--- config.mk ---
export PLATFORM = sky130hd
export DESIGN_NAME = qrss_sync_det
export DESIGN_NICKNAME = d
export VERILOG_FILES = /design/src/rtl/qrss_det_pkg.sv /design/src/rtl/qrss_refgen.sv /design/src/rtl/qrss_sync_fsm.sv /design/src/rtl/qrss_err_pulse.sv /design/src/rtl/qrss_host_status.sv /design/src/rtl/qrss_sync_det.sv
export SDC_FILE = /design/constraint.sdc
export NUM_CORES = 1
export LEC_CHECK = 0
export BUFFER_PORTS_ARGS = -buffer_cell sky130_fd_sc_hd__buf_4
export CORE_MARGIN = 2
export CORE_UTILIZATION = 40
export CTS_CLUSTER_DIAMETER = 120
export DETAILED_ROUTE_END_ITERATION = 10
export GPL_ROUTABILITY_DRIVEN = 0
export PLACE_DENSITY_LB_ADDON = 0.2
export SKIP_LAST_GASP = 1
export SLEW_MARGIN = 20
export SYNTH_ARGS = -nofsm -noshare
export SYNTH_HDL_FRONTEND = slang
export SYNTH_SLANG_ARGS = --single-unit
--- constraint.sdc ---
create_clock -name clk -period 3.75 [get_ports clk]
set_clock_uncertainty 0.1 [all_clocks]
set_input_delay 0.5625 -clock clk [delete_from_list [all_inputs] [get_ports clk]]
set_output_delay 0.5625 -clock clk [all_outputs]
set_load 0.01 [all_outputs]
--- src/rtl/qrss_det_pkg.sv ---
// Package: shared types for the test-sequence sync detector.
// Assumes nothing beyond IEEE 1800-2017 enumerations.
package qrss_det_pkg;

    // Detector phase: loading the seed, hunting for lock, locked.
    typedef enum logic [1:0] {
        ST_SEED = 2'd0,
        ST_HUNT = 2'd1,
        ST_LOCK = 2'd2
    } det_state_t;

endpackage

--- src/rtl/qrss_refgen.sv ---
// Module: local reference generator.
// Holds the last LEN reference bits. While load_rx is high it shifts in
// received bits (self-seeding); otherwise it shifts in its own feedback.
// exp_bit is the predicted line bit: the feedback value, forced to 1 when
// the newest JAM entries of the history are all zero.
// Assumes shift_en is a one-cycle pulse per received bit.
module qrss_refgen #(
    parameter int LEN = 20,
    parameter int TAP = 17,
    parameter int JAM = 14
) (
    input  logic clk,
    input  logic rst_n,
    input  logic shift_en,
    input  logic load_rx,
    input  logic rx_bit,
    output logic exp_bit
);

    logic [LEN-1:0] hist;
    logic           fb_bit;
    logic           zero_run;

    // Feedback from the two tap stages of the history.
    assign fb_bit   = hist[TAP-1] ^ hist[LEN-1];
    // The newest JAM stages hold zeros only.
    assign zero_run = ~|hist[JAM-1:0];
    // Predicted bit after zero-run suppression.
    assign exp_bit  = fb_bit | zero_run;

    // History shift: received bit while seeding, feedback otherwise.
    always_ff @(posedge clk) begin
        if (!rst_n) begin
            hist <= '0;
        end else if (shift_en) begin
            hist <= {hist[LEN-2:0], (load_rx ? rx_bit : fb_bit)};
        end
    end

endmodule

--- src/rtl/qrss_sync_fsm.sv ---
// Module: seeding / window / lock state machine.
// Counts SEED_BITS seed bits, then counts mismatches over WIN_BITS-bit
// windows. Hunting locks when a window ends with fewer than ACQ_LIMIT
// mismatches. Locked drops when a window ends with more than LOSS_LIMIT.
// Assumes sample is a one-cycle pulse per bit and mismatch is valid with it.
module qrss_sync_fsm
    import qrss_det_pkg::*;
#(
    parameter int SEED_BITS  = 20,
    parameter int WIN_BITS   = 128,
    parameter int ACQ_LIMIT  = 4,
    parameter int LOSS_LIMIT = 4
) (
    input  logic clk,
    input  logic rst_n,
    input  logic active,
    input  logic sample,
    input  logic mismatch,
    output logic load_rx,
    output logic shift_en,
    output logic in_sync,
    output logic err_hit
);

    localparam int CNT_MAX = (WIN_BITS > SEED_BITS) ? WIN_BITS : SEED_BITS;
    localparam int CNT_W   = $clog2(CNT_MAX);
    localparam int ERR_W   = $clog2(WIN_BITS + 1);

    localparam logic [CNT_W-1:0] SEED_LAST = CNT_W'(SEED_BITS - 1);
    localparam logic [CNT_W-1:0] WIN_LAST  = CNT_W'(WIN_BITS - 1);
    localparam logic [ERR_W:0]   ACQ_LIM   = (ERR_W+1)'(ACQ_LIMIT);
    localparam logic [ERR_W:0]   LOSS_LIM  = (ERR_W+1)'(LOSS_LIMIT);

    det_state_t       state;
    logic [CNT_W-1:0] bit_cnt;
    logic [ERR_W-1:0] err_cnt;
    logic [ERR_W:0]   err_tot;
    logic             win_end;

    // Mismatch total for the window including the current bit.
    assign err_tot  = {1'b0, err_cnt} + {{ERR_W{1'b0}}, mismatch};
    // Current bit is the last of a comparison window.
    assign win_end  = (bit_cnt == WIN_LAST);

    // Outputs decoded from the state.
    assign load_rx  = (state == ST_SEED);
    assign shift_en = sample & active;
    assign in_sync  = (state == ST_LOCK);
    assign err_hit  = sample & active & (state == ST_LOCK) & mismatch;

    // Phase sequencing, bit counting and error counting.
    always_ff @(posedge clk) begin
        if (!rst_n || !active) begin
            state   <= ST_SEED;
            bit_cnt <= '0;
            err_cnt <= '0;
        end else if (sample) begin
            case (state)
                ST_SEED: begin
                    if (bit_cnt == SEED_LAST) begin
                        state   <= ST_HUNT;
                        bit_cnt <= '0;
                        err_cnt <= '0;
                    end else begin
                        bit_cnt <= bit_cnt + 1'b1;
                    end
                end
                ST_HUNT: begin
                    if (win_end) begin
                        state   <= (err_tot < ACQ_LIM) ? ST_LOCK : ST_SEED;
                        bit_cnt <= '0;
                        err_cnt <= '0;
                    end else begin
                        bit_cnt <= bit_cnt + 1'b1;
                        err_cnt <= err_tot[ERR_W-1:0];
                    end
                end
                ST_LOCK: begin
                    if (win_end) begin
                        if (err_tot > LOSS_LIM) begin
                            state <= ST_SEED;
                        end
                        bit_cnt <= '0;
                        err_cnt <= '0;
                    end else begin
                        bit_cnt <= bit_cnt + 1'b1;
                        err_cnt <= err_tot[ERR_W-1:0];
                    end
                end
                default: begin
                    state   <= ST_SEED;
                    bit_cnt <= '0;
                    err_cnt <= '0;
                end
            endcase
        end
    end

endmodule

--- src/rtl/qrss_err_pulse.sv ---
// Module: half-bit phase tracking and indicator output.
// Tracks the recovered clock phase from half_tick (first tick after reset
// starts the high phase and is the sampling tick). An error hit on the
// sampling tick becomes a pulse in the high half (edge_sel = 0) or in the
// following low half (edge_sel = 1). The indicator is registered.
module qrss_err_pulse (
    input  logic clk,
    input  logic rst_n,
    input  logic half_tick,
    input  logic edge_sel,
    input  logic hit,
    input  logic enable,
    input  logic los,
    input  logic in_sync,
    output logic sample,
    output logic miss_ind
);

    logic phase_hi;
    logic pulse_q;
    logic pend_q;

    // A tick seen in the low phase starts a new bit: sampling point.
    assign sample = half_tick & ~phase_hi;

    // Recovered clock phase toggles on every half tick.
    always_ff @(posedge clk) begin
        if (!rst_n) begin
            phase_hi <= 1'b0;
        end else if (half_tick) begin
            phase_hi <= ~phase_hi;
        end
    end

    // Pulse placement in the chosen half of the bit period.
    always_ff @(posedge clk) begin
        if (!rst_n) begin
            pulse_q <= 1'b0;
            pend_q  <= 1'b0;
        end else if (half_tick) begin
            if (!phase_hi) begin
                pulse_q <= hit & ~edge_sel;
                pend_q  <= hit &  edge_sel;
            end else begin
                pulse_q <= pend_q;
                pend_q  <= 1'b0;
            end
        end
    end

    // Active-low indicator: high when off, no signal, unlocked or error.
    always_ff @(posedge clk) begin
        if (!rst_n) begin
            miss_ind <= 1'b1;
        end else begin
            miss_ind <= ~enable | los | ~in_sync | pulse_q;
        end
    end

endmodule

--- src/rtl/qrss_host_status.sv ---
// Module: sticky lock-change flag and maskable interrupt.
// The flag sets one cycle after in_sync changes and clears on host_clr;
// a change seen after the clear sets it again.
module qrss_host_status (
    input  logic clk,
    input  logic rst_n,
    input  logic in_sync,
    input  logic host_clr,
    input  logic irq_mask,
    output logic sync_chg,
    output logic irq
);

    logic sync_d;

    // Previous lock status for change detection.
    always_ff @(posedge clk) begin
        if (!rst_n) begin
            sync_d <= 1'b0;
        end else begin
            sync_d <= in_sync;
        end
    end

    // Sticky change flag, a detected change wins over the clear.
    always_ff @(posedge clk) begin
        if (!rst_n) begin
            sync_chg <= 1'b0;
        end else begin
            sync_chg <= (in_sync ^ sync_d) | (sync_chg & ~host_clr);
        end
    end

    // Interrupt follows the flag unless masked.
    assign irq = sync_chg & ~irq_mask;

endmodule

--- src/rtl/qrss_sync_det.sv ---
// Module: test-sequence sync detector (top).
// Joins the reference generator, the window state machine, the pulse
// stage and the host status. Assumes half_tick arrives twice per bit and
// rx_data is stable on the sampling tick.
module qrss_sync_det #(
    parameter int PRBS_LEN   = 20,
    parameter int PRBS_TAP   = 17,
    parameter int JAM_ZEROS  = 14,
    parameter int WIN_BITS   = 128,
    parameter int ACQ_LIMIT  = 4,
    parameter int LOSS_LIMIT = 4
) (
    input  logic clk,
    input  logic rst_n,
    input  logic enable,
    input  logic los,
    input  logic half_tick,
    input  logic rx_data,
    input  logic edge_sel,
    input  logic host_clr,
    input  logic irq_mask,
    output logic miss_ind,
    output logic in_sync,
    output logic sync_chg,
    output logic irq
);

    logic active;
    logic sample;
    logic exp_bit;
    logic mismatch;
    logic load_rx;
    logic shift_en;
    logic err_hit;

    // Detector runs only when enabled and a signal is present.
    assign active   = enable & ~los;
    // Received bit disagrees with the prediction.
    assign mismatch = rx_data ^ exp_bit;

    qrss_refgen #(
        .LEN (PRBS_LEN),
        .TAP (PRBS_TAP),
        .JAM (JAM_ZEROS)
    ) i_refgen (
        .clk      (clk),
        .rst_n    (rst_n),
        .shift_en (shift_en),
        .load_rx  (load_rx),
        .rx_bit   (rx_data),
        .exp_bit  (exp_bit)
    );

    qrss_sync_fsm #(
        .SEED_BITS  (PRBS_LEN),
        .WIN_BITS   (WIN_BITS),
        .ACQ_LIMIT  (ACQ_LIMIT),
        .LOSS_LIMIT (LOSS_LIMIT)
    ) i_fsm (
        .clk      (clk),
        .rst_n    (rst_n),
        .active   (active),
        .sample   (sample),
        .mismatch (mismatch),
        .load_rx  (load_rx),
        .shift_en (shift_en),
        .in_sync  (in_sync),
        .err_hit  (err_hit)
    );

    qrss_err_pulse i_pulse (
        .clk       (clk),
        .rst_n     (rst_n),
        .half_tick (half_tick),
        .edge_sel  (edge_sel),
        .hit       (err_hit),
        .enable    (enable),
        .los       (los),
        .in_sync   (in_sync),
        .sample    (sample),
        .miss_ind  (miss_ind)
    );

    qrss_host_status i_host (
        .clk      (clk),
        .rst_n    (rst_n),
        .in_sync  (in_sync),
        .host_clr (host_clr),
        .irq_mask (irq_mask),
        .sync_chg (sync_chg),
        .irq      (irq)
    );

endmodule

## Yosys cells after proc, flatten, opt, wreduce, memory -nomap -nowiden

Index checks and enable logic that the tools add are counted.
Widths: inputs -> output; s select.

- Register bits after elaboration: 43
- Bits of input ports: 9
- Output and inout bits: 4

- Add/subtract/negate cells: 2
- Magnitude comparators: 2
- Equality and inequality tests: 8
- Multiplexer cells: 15
- Bitwise gates (word level): 24
- Reduce and logical (&&, ||, !) cells: 9

Operator list:

| operator | count |
|---|---|
| $mux 8 | 2 |
| $pmux 8 s2 | 1 |
| $mux 7 | 2 |
| $pmux 7 s2 | 1 |
| $reduce_or 14->1 | 1 |
| $mux 2 | 5 |
| $add 8x1->9 | 1 |
| $and 1x1->1 | 9 |
| $gt 9x3->1 const B | 1 |
| $lt 9x3->1 const B | 1 |
| $add 7x1->7 const B | 1 |
| $eq 7x5->1 const B | 1 |
| $eq 7x7->1 const B | 1 |
| $not 1->1 | 7 |
| $pmux 2 s3 | 1 |
| $or 1x1->1 | 5 |
| $reduce_and 5->1 | 1 |
| $ne 2x1->1 const B | 2 |
| $ne 2x2->1 const B | 2 |
| $logic_not 1->1 | 3 |
| $mux 1 | 3 |
| $xor 1x1->1 | 3 |
| $eq 2x1->1 const B | 1 |
| $eq 2x2->1 const B | 1 |
| 4 further kinds | 4 |

## Logic depth before layout (Yosys ltp)

Gate-level depths: netlist of run 1.

- Depth in word-level cells: 9
- Depth in mapped cells: 10
- Gate-level depth less buffers: 10

## Modules after synthesis

A second synthesis of run 1 with hierarchy kept.

- Cells, all modules: 235
- Area, all modules: 2,169.6 um^2

Modules (own cells, without submodules):

| module | instances | cells an instance | area each (um^2) | sequential area each (um^2) |
|---|---|---|---|---|
| qrss_sync_fsm | 1 | 137 | 1,106.1 | 340.3 |
| qrss_refgen | 1 | 73 | 812.0 | 400.4 |
| qrss_err_pulse | 1 | 16 | 160.2 | 80.1 |
| qrss_host_status | 1 | 7 | 76.3 | 40.0 |
| qrss_sync_det | 1 | 2 | 15.0 | 0.0 |

## Worst setup path after synthesis of run 1

Ideal clock, no wire load.

- Kind: register -> register
- Start point: register i_refgen.hist[9]
- End point: register i_fsm.state[0]
- Setup time: 0.096 ns
- Data arrival time: 2.452 ns
- Data required time: 3.554 ns
- Path slack: 1.102 ns
- Cell stages (with the launch flop): 11
- Path buffers: 0
- Period minus slack after synthesis: 2.648 ns
- Path through: dfxtp_1 > nor4_1 > a41oi_1 > xnor2_1 > ha_1 > ha_1 > and3_2 > a2111oi_0 > nand2_1 > a32o_1 > o41ai_2

- Cells in the longest elaborated chain, start to end: 8

Ends and longest elaborated chain:

| what | RTL line | source |
|---|---|---|
| start, declared | qrss_refgen.sv:20 | `logic [LEN-1:0] hist;` |
| start signal, assigned | qrss_refgen.sv:36 | `hist <= {hist[LEN-2:0], (load_rx ? rx_bit : fb_bit)};` |
| $reduce_or 14->1 | qrss_refgen.sv:27 | `assign zero_run = ~\|hist[JAM-1:0];` |
| $logic_not 1->1 | qrss_refgen.sv:27 |  |
| $or 1x1->1 | qrss_refgen.sv:29 | `assign exp_bit = fb_bit \| zero_run;` |
| $xor 1x1->1 | qrss_sync_det.sv:39 | `assign mismatch = rx_data ^ exp_bit;` |
| $add 8x1->9 | qrss_sync_fsm.sv:41 | `assign err_tot = {1'b0, err_cnt} + {{ERR_W{1'b0}}, mismatch};` |
| $gt 9x3->1 | qrss_sync_fsm.sv:80 | `if (err_tot > LOSS_LIM) begin` |
| $ne 2x2->1 (no line) | -- |  |
| $reduce_and 5->1 (no line) | -- |  |
| end signal, assigned | qrss_sync_fsm.sv:70 | `state <= (err_tot < ACQ_LIM) ? ST_LOCK : ST_SEED;` |
| end, declared | qrss_sync_fsm.sv:34 | `det_state_t state;` |

Every way passes these cells.
A chain may end at the register's enable or synchronous reset.

## Worst setup path after layout of run 1

- Start point: register i_refgen.hist[5]
- End point: register i_fsm.state[0]

The elaborated chain is that of the path after synthesis.

==> run summary, run 1 <==
Outcome = completed
Setup Fix Bufs, Post-CTS = 0
R2R cell count = 10
Unique masters post-synth = 43
Die width = 75.78 um
Post-DRT Antenna Nets = 0
Top post-synthesis cells by count = nand2_1, dfxtp_1, a21boi_0
Critical Path RT = 3.85 ns
Total global-route track usage = 0.1526
Antenna violations before repair = 0
Total wire length = 3.966 mm
DRC = 0
Post-Synthesis Cell Area = 2061 um^2
Sequential share of the synthesized area = 0.4177
Yosys Warn Count = 0
# diodes = 0
CTS resizes = 0
Static Leak = 0.7607 nW
Global-route wire length before repair = 6.762 mm
Post-CTS Hold Fix Bufs = 0
Syn_area_per_cell = 8.377 um^2
Largest net degree at the start of global routing = 28
Post-Synthesis Cells = 246
Min Tclk post-route = 2.909 ns
Setup TNS = 0 ns
Startpoint Class = register
Area growth, synth to finish = 11.84%
Least-Margin Pin Slew = 1.026 ns
Pre-Repair DR Iteration Count = 4
CTS Sinks = 43
Clock buffer depth = 2
Grt total ovfl = 0
Async S/R FF share, synth = 0
Worst-path clk slew = 0.09 ns
Num CTS Buffers = 5
Top cells by area, synth = dfxtp_1, nand2_1, a21boi_0
Std-Cell Rows = 26
Worst hold path class = reg -> reg
Drt first-iter violations = 84
CP Capture Type = register
EDFF count, synth = 0
Final setup fails = 0
H-Tree Depth = 2
Post-DP HPWL = 2.726 mm
Yosys top cell by area = dfxtp_1
Hold Fails Final Rpt = 0
Crit Path Max Fanout = 6
Die area = 5742 um^2
Synth Register Bits = 43
Count leader, synth = nand2_1
Syn_nets = 262
Number of global-route vias before repair = 1490
Floorplan core area = 5042 um^2
Layout cells sized above 1 = 0.1085
Finished Core Util = 0.4571
CTS tree = built
Port buffer count = 12
Fillers = 514
Synth top area share = 0.4177
Crit Path Class = reg -> reg
Io pins = 13
Root Driver = clkbuf_8
Max-Cap Viols = 0
Die height = 75.78 um
Area of the multi-input gates = 1137 um^2
Pwr dens = 352.5 nW/um^2
Starting Density = 0.4087
Period utilization = 0.7757
WL/cell = 12.09 um
RSZ-0062 raised after global routing = false
Max-slew headroom = 0.3069
Pins over their slew limit = 0
Max frequency = 343.8 MHz
Layout net count = 273
Hold_ws = 0.3643 ns
DR vias = 1682
Hold depth = 2
Ys flop type = dfxtp_1
Post-DR vias/cell = 5.128
Register Area = 860.8 um^2
WP data arrival = 3.01 ns
Clock Latency Late Sink = 0.29 ns
Peak VDD IR = 242.0 uV
[critical path, cell delays in order (launching register included)]
cell and delay, ns:
dfxtp_1 0.33, nor4_1 0.32, a41oi_1 0.17, xnor2_1 0.19, ha_1 0.21, ha_1 0.25
and3_2 0.26, a2111oi_0 0.41, nand2_1 0.09, a32o_1 0.28, o41ai_2 0.19
[sequential cells by signal, summed over array words and instances (netlist names)]
register / count
i_fsm.err_cnt: 8
i_pulse.miss_ind: 1
i_fsm.state: 2
i_pulse.pend_q: 1
i_pulse.pulse_q: 1
i_pulse.phase_hi: 1
i_host.sync_d: 1
i_refgen.hist: 20
i_fsm.bit_cnt: 7
i_host.sync_chg: 1
[area by class of cell]
type,instances,share of cell area
clock buffers,6,0.03583
clock inverters,2,0.007058
inverters,4,0.006515
multi-input cells,189,0.4935
flip-flops and latches,43,0.3735
well taps,70,0.03800
repair buffers,14,0.04560
[layout by cell type (no fill, tap or decap), types with 2 or more instances in the layout]
cell / n
a21boi_0: 23
a21oi_1: 8
a22oi_1: 2
a31oi_1: 3
a41oi_1: 2
and2_1: 2
and3_4: 2
buf_4: 14
clkbuf_8: 6
dfxtp_1: 43
ha_1: 7
inv_1: 4
nand2_1: 54
nand2b_1: 6
nand3_1: 5
nand3b_1: 5
nand4_1: 5
nor2_1: 16
nor2b_1: 3
nor3_1: 2
nor4_1: 4
o211ai_1: 3
o21ai_0: 9
o22ai_1: 2
or4_1: 2
xnor2_1: 6
xor2_1: 3
[stage by stage]
stage | area [um^2] | worst slack, ns | power, W | instances
2_1_floorplan | 2061 | 1.102 | 0.0004936 | 246
3_3_place_gp | 2206 | 0.8794 | 0.0005087 | 320
3_5_place_dp | 2206 | 0.8753 | 0.0005087 | 320
4_1_cts | 2305 | 0.8454 | 0.0008235 | 328
5_1_grt | 2305 | 0.5481 | 0.0008472 | 328
6_report | 2305 | 0.8413 | 0.0008124 | 328
[report_power, final]
part / total, W / switching, W / internal, W
Combinational: 0.0000372 / 0.0000216 / 0.0000157
Clock: 0.000315 / 0.000165 / 0.000150
Sequential: 0.000460 / 0.00000196 / 0.000458
[metal layers]
metal,track usage,vias to the layer above,part of all wire
met1,0.2079,766,0.51
li1,-,886,-
met2,0.2318,25,0.45
met4,0.05653,0,0.0096
met3,0.03968,5,0.031
met5,0,-,0
[path summary, 6_finish.rpt]
check               startpoint                end  slack [ns]
min          i_refgen.hist[18]  i_refgen.hist[18]        0.36
min reg2reg  i_refgen.hist[18]  i_refgen.hist[18]        0.36
max           i_refgen.hist[5]     i_fsm.state[0]        0.84
max reg2reg   i_refgen.hist[5]     i_fsm.state[0]        0.84
[logic make-up (layout without fill, tap and decap cells)]
family                     after synthesis  in the layout  share of synthesized area
xor gates and xnor gates                 9              9                    0.03825
buffers and inverters                   14             26                    0.03036
adders and majority gates                7              7                    0.04250
and+or+nand+nor                        113            113                     0.2684
AOI/OAI and AO/OA                       60             60                     0.2028
DFF                                     43             43                     0.4177
Power figures use the tool's default switching activity.
==> run 2, diff against run 1 <==
Clock period 3.75 ns to 2.7 ns, I/O delays scaled along.
==> run summary, run 2 (synthesis results as in run 1) <==
Die height = 75.78 um
Register Area = 864.6 um^2
Pins over their slew limit = 0
DRC = 0
Period utilization = 0.9829
Sw power = 0.0002666 W
Root Driver = clkbuf_8
Floorplan core area = 5042 um^2
Comb pwr share = 0.046
Std-Cell Rows = 26
Clock Latency Late Sink = 0.29 ns
Largest net degree at the start of global routing = 28
Die width = 75.78 um
CP Capture Type = register
Global-route wire length before repair = 7.031 mm
Least-Margin Pin Slew = 1.034 ns
Peak VDD IR = 291.8 uV
CTS tree = built
Post-DRT Antenna Nets = 0
Post-DP HPWL = 2.857 mm
Total wire length = 4.264 mm
Internal = 0.0009384 W
Fillers = 497
Io pins = 13
Layout cells sized above 1 = 0.2015
Hold Fails Final Rpt = 0
Pwr dens = 476.1 nW/um^2
CTS Sinks = 43
Post-DR vias/cell = 5.166
Total global-route track usage = 0.1569
Port buffer count = 12
Outcome = completed
Final setup fails = 0
Critical Path RT = 2.80 ns
Worst-path clk slew = 0.09 ns
Static Leak = 0.8646 nW
WP data arrival = 2.75 ns
Max-slew headroom = 0.3018
Most common cell after layout, fill and taps aside = nand2_1
Antenna violations before repair = 0
Total Power = 0.001205 W
# diodes = 0
Clock network power share = 0.425
Worst hold path class = in -> reg
RSZ-0062 raised after global routing = true
Switching share of power = 0.2212
Placed Cells = 331
Layout net count = 288
Seq pwr share = 0.530
Starting Density = 0.4087
Fin cells = 343
WL/cell = 12.43 um
Area growth, synth to finish = 22.83%
Area of the multi-input gates = 1227 um^2
Finished Core Util = 0.5020
Die area = 5742 um^2
Setup TNS = 0 ns
H-Tree Depth = 2
Drt first-iter violations = 80
Max reg flops = 20
Biggest regs = i_refgen.hist (20), i_fsm.err_cnt (8), i_fsm.bit_cnt (7)
Number of global-route vias before repair = 1612
Grt total ovfl = 0
Post-CTS Hold Fix Bufs = 0
Clock buffer depth = 2
Crit Path Max Fanout = 2
Max frequency = 376.8 MHz
Most flop-heavy register = i_refgen.hist
Max-Cap Viols = 0
Num CTS Buffers = 5
Commonest cells after routing, fill and taps aside = nand2_1, dfxtp_1, buf_4, a21boi_0, nor2_1
DR vias = 1772
Min Tclk post-route = 2.654 ns
Startpoint Class = register
Pre-Repair DR Iteration Count = 5
Crit Path Class = reg -> reg
## run 2: changes by cell type in the layout (fill, tap and decap cells not counted), sizes merged
cell and delta:
bufinv +1, clkinv -1, clkbuf -1, inv +1, buf +15
## run 2: critical path: stages, from the launching register on
cell and delay (ns):
dfxtp_4 0.36, nor4_4 0.29, a41oi_2 0.18, xnor2_2 0.18, ha_2 0.21, ha_4 0.16, and3_4 0.19, a2111oi_4 0.35
nand2_1 0.09, a32o_2 0.28, o41ai_2 0.18
## run 2: routing by layer
layer	vias up	track usage	wire length, um
li1	914	-	-
met1	833	0.2045	2115
met2	23	0.2529	2007
met3	2	0.04101	124
met4	0	0.05068	17
met5	-	0	0
## run 2: power groups by stage
stage / Sequential (W) / Combinational [W] / Clock (W)
6_report: 0.000638 / 0.0000550 / 0.000512
5_1_grt: 0.000639 / 0.0000615 / 0.000551
4_1_cts: 0.000639 / 0.0000546 / 0.000529
3_5_place_dp: 0.000654 / 0.0000544 / 0
3_3_place_gp: 0.000654 / 0.0000542 / 0
2_1_floorplan: 0.000653 / 0.0000323 / 0
## run 2: timing repair
item	4_1_cts	5_1_grt
endpoints found under the setup margin	2	2
buffers inserted	0	4
pin swaps	1	5
resized for setup	4	15
## run 2: layout make-up
class / count / area share
Clock buffer: 5 / 0.02719
Clock inverter: 3 / 0.01829
Inverter: 4 / 0.005932
Multi-Input combinational cell: 189 / 0.4849
Sequential cell: 43 / 0.3416
Tap cell: 70 / 0.03460
Timing Repair Buffer: 29 / 0.08749
## run 2: worst paths after layout
path                     startpoint                end  slack (ns)  cells past startpoint
hold reg to reg   i_refgen.hist[15]  i_refgen.hist[16]        0.37                      2
hold / removal            half_tick     i_pulse.pend_q        0.23                      2
setup / recovery   i_refgen.hist[6]     i_fsm.state[0]        0.05                     10
setup reg to reg   i_refgen.hist[6]     i_fsm.state[0]        0.05                     10
## run 2: through the flow
step | setup slack (ns) | hold slack [ns] | cell area, um^2
floorplan | 0.05246 | 0.3093 | 2061
global placement | 0.02574 | 0.3505 | 2288
detailed placement | -0.03461 | 0.3562 | 2288
CTS | 0.02886 | 0.2254 | 2422
global route | -0.09165 | 0.2326 | 2531
finish | 0.04620 | 0.2329 | 2531
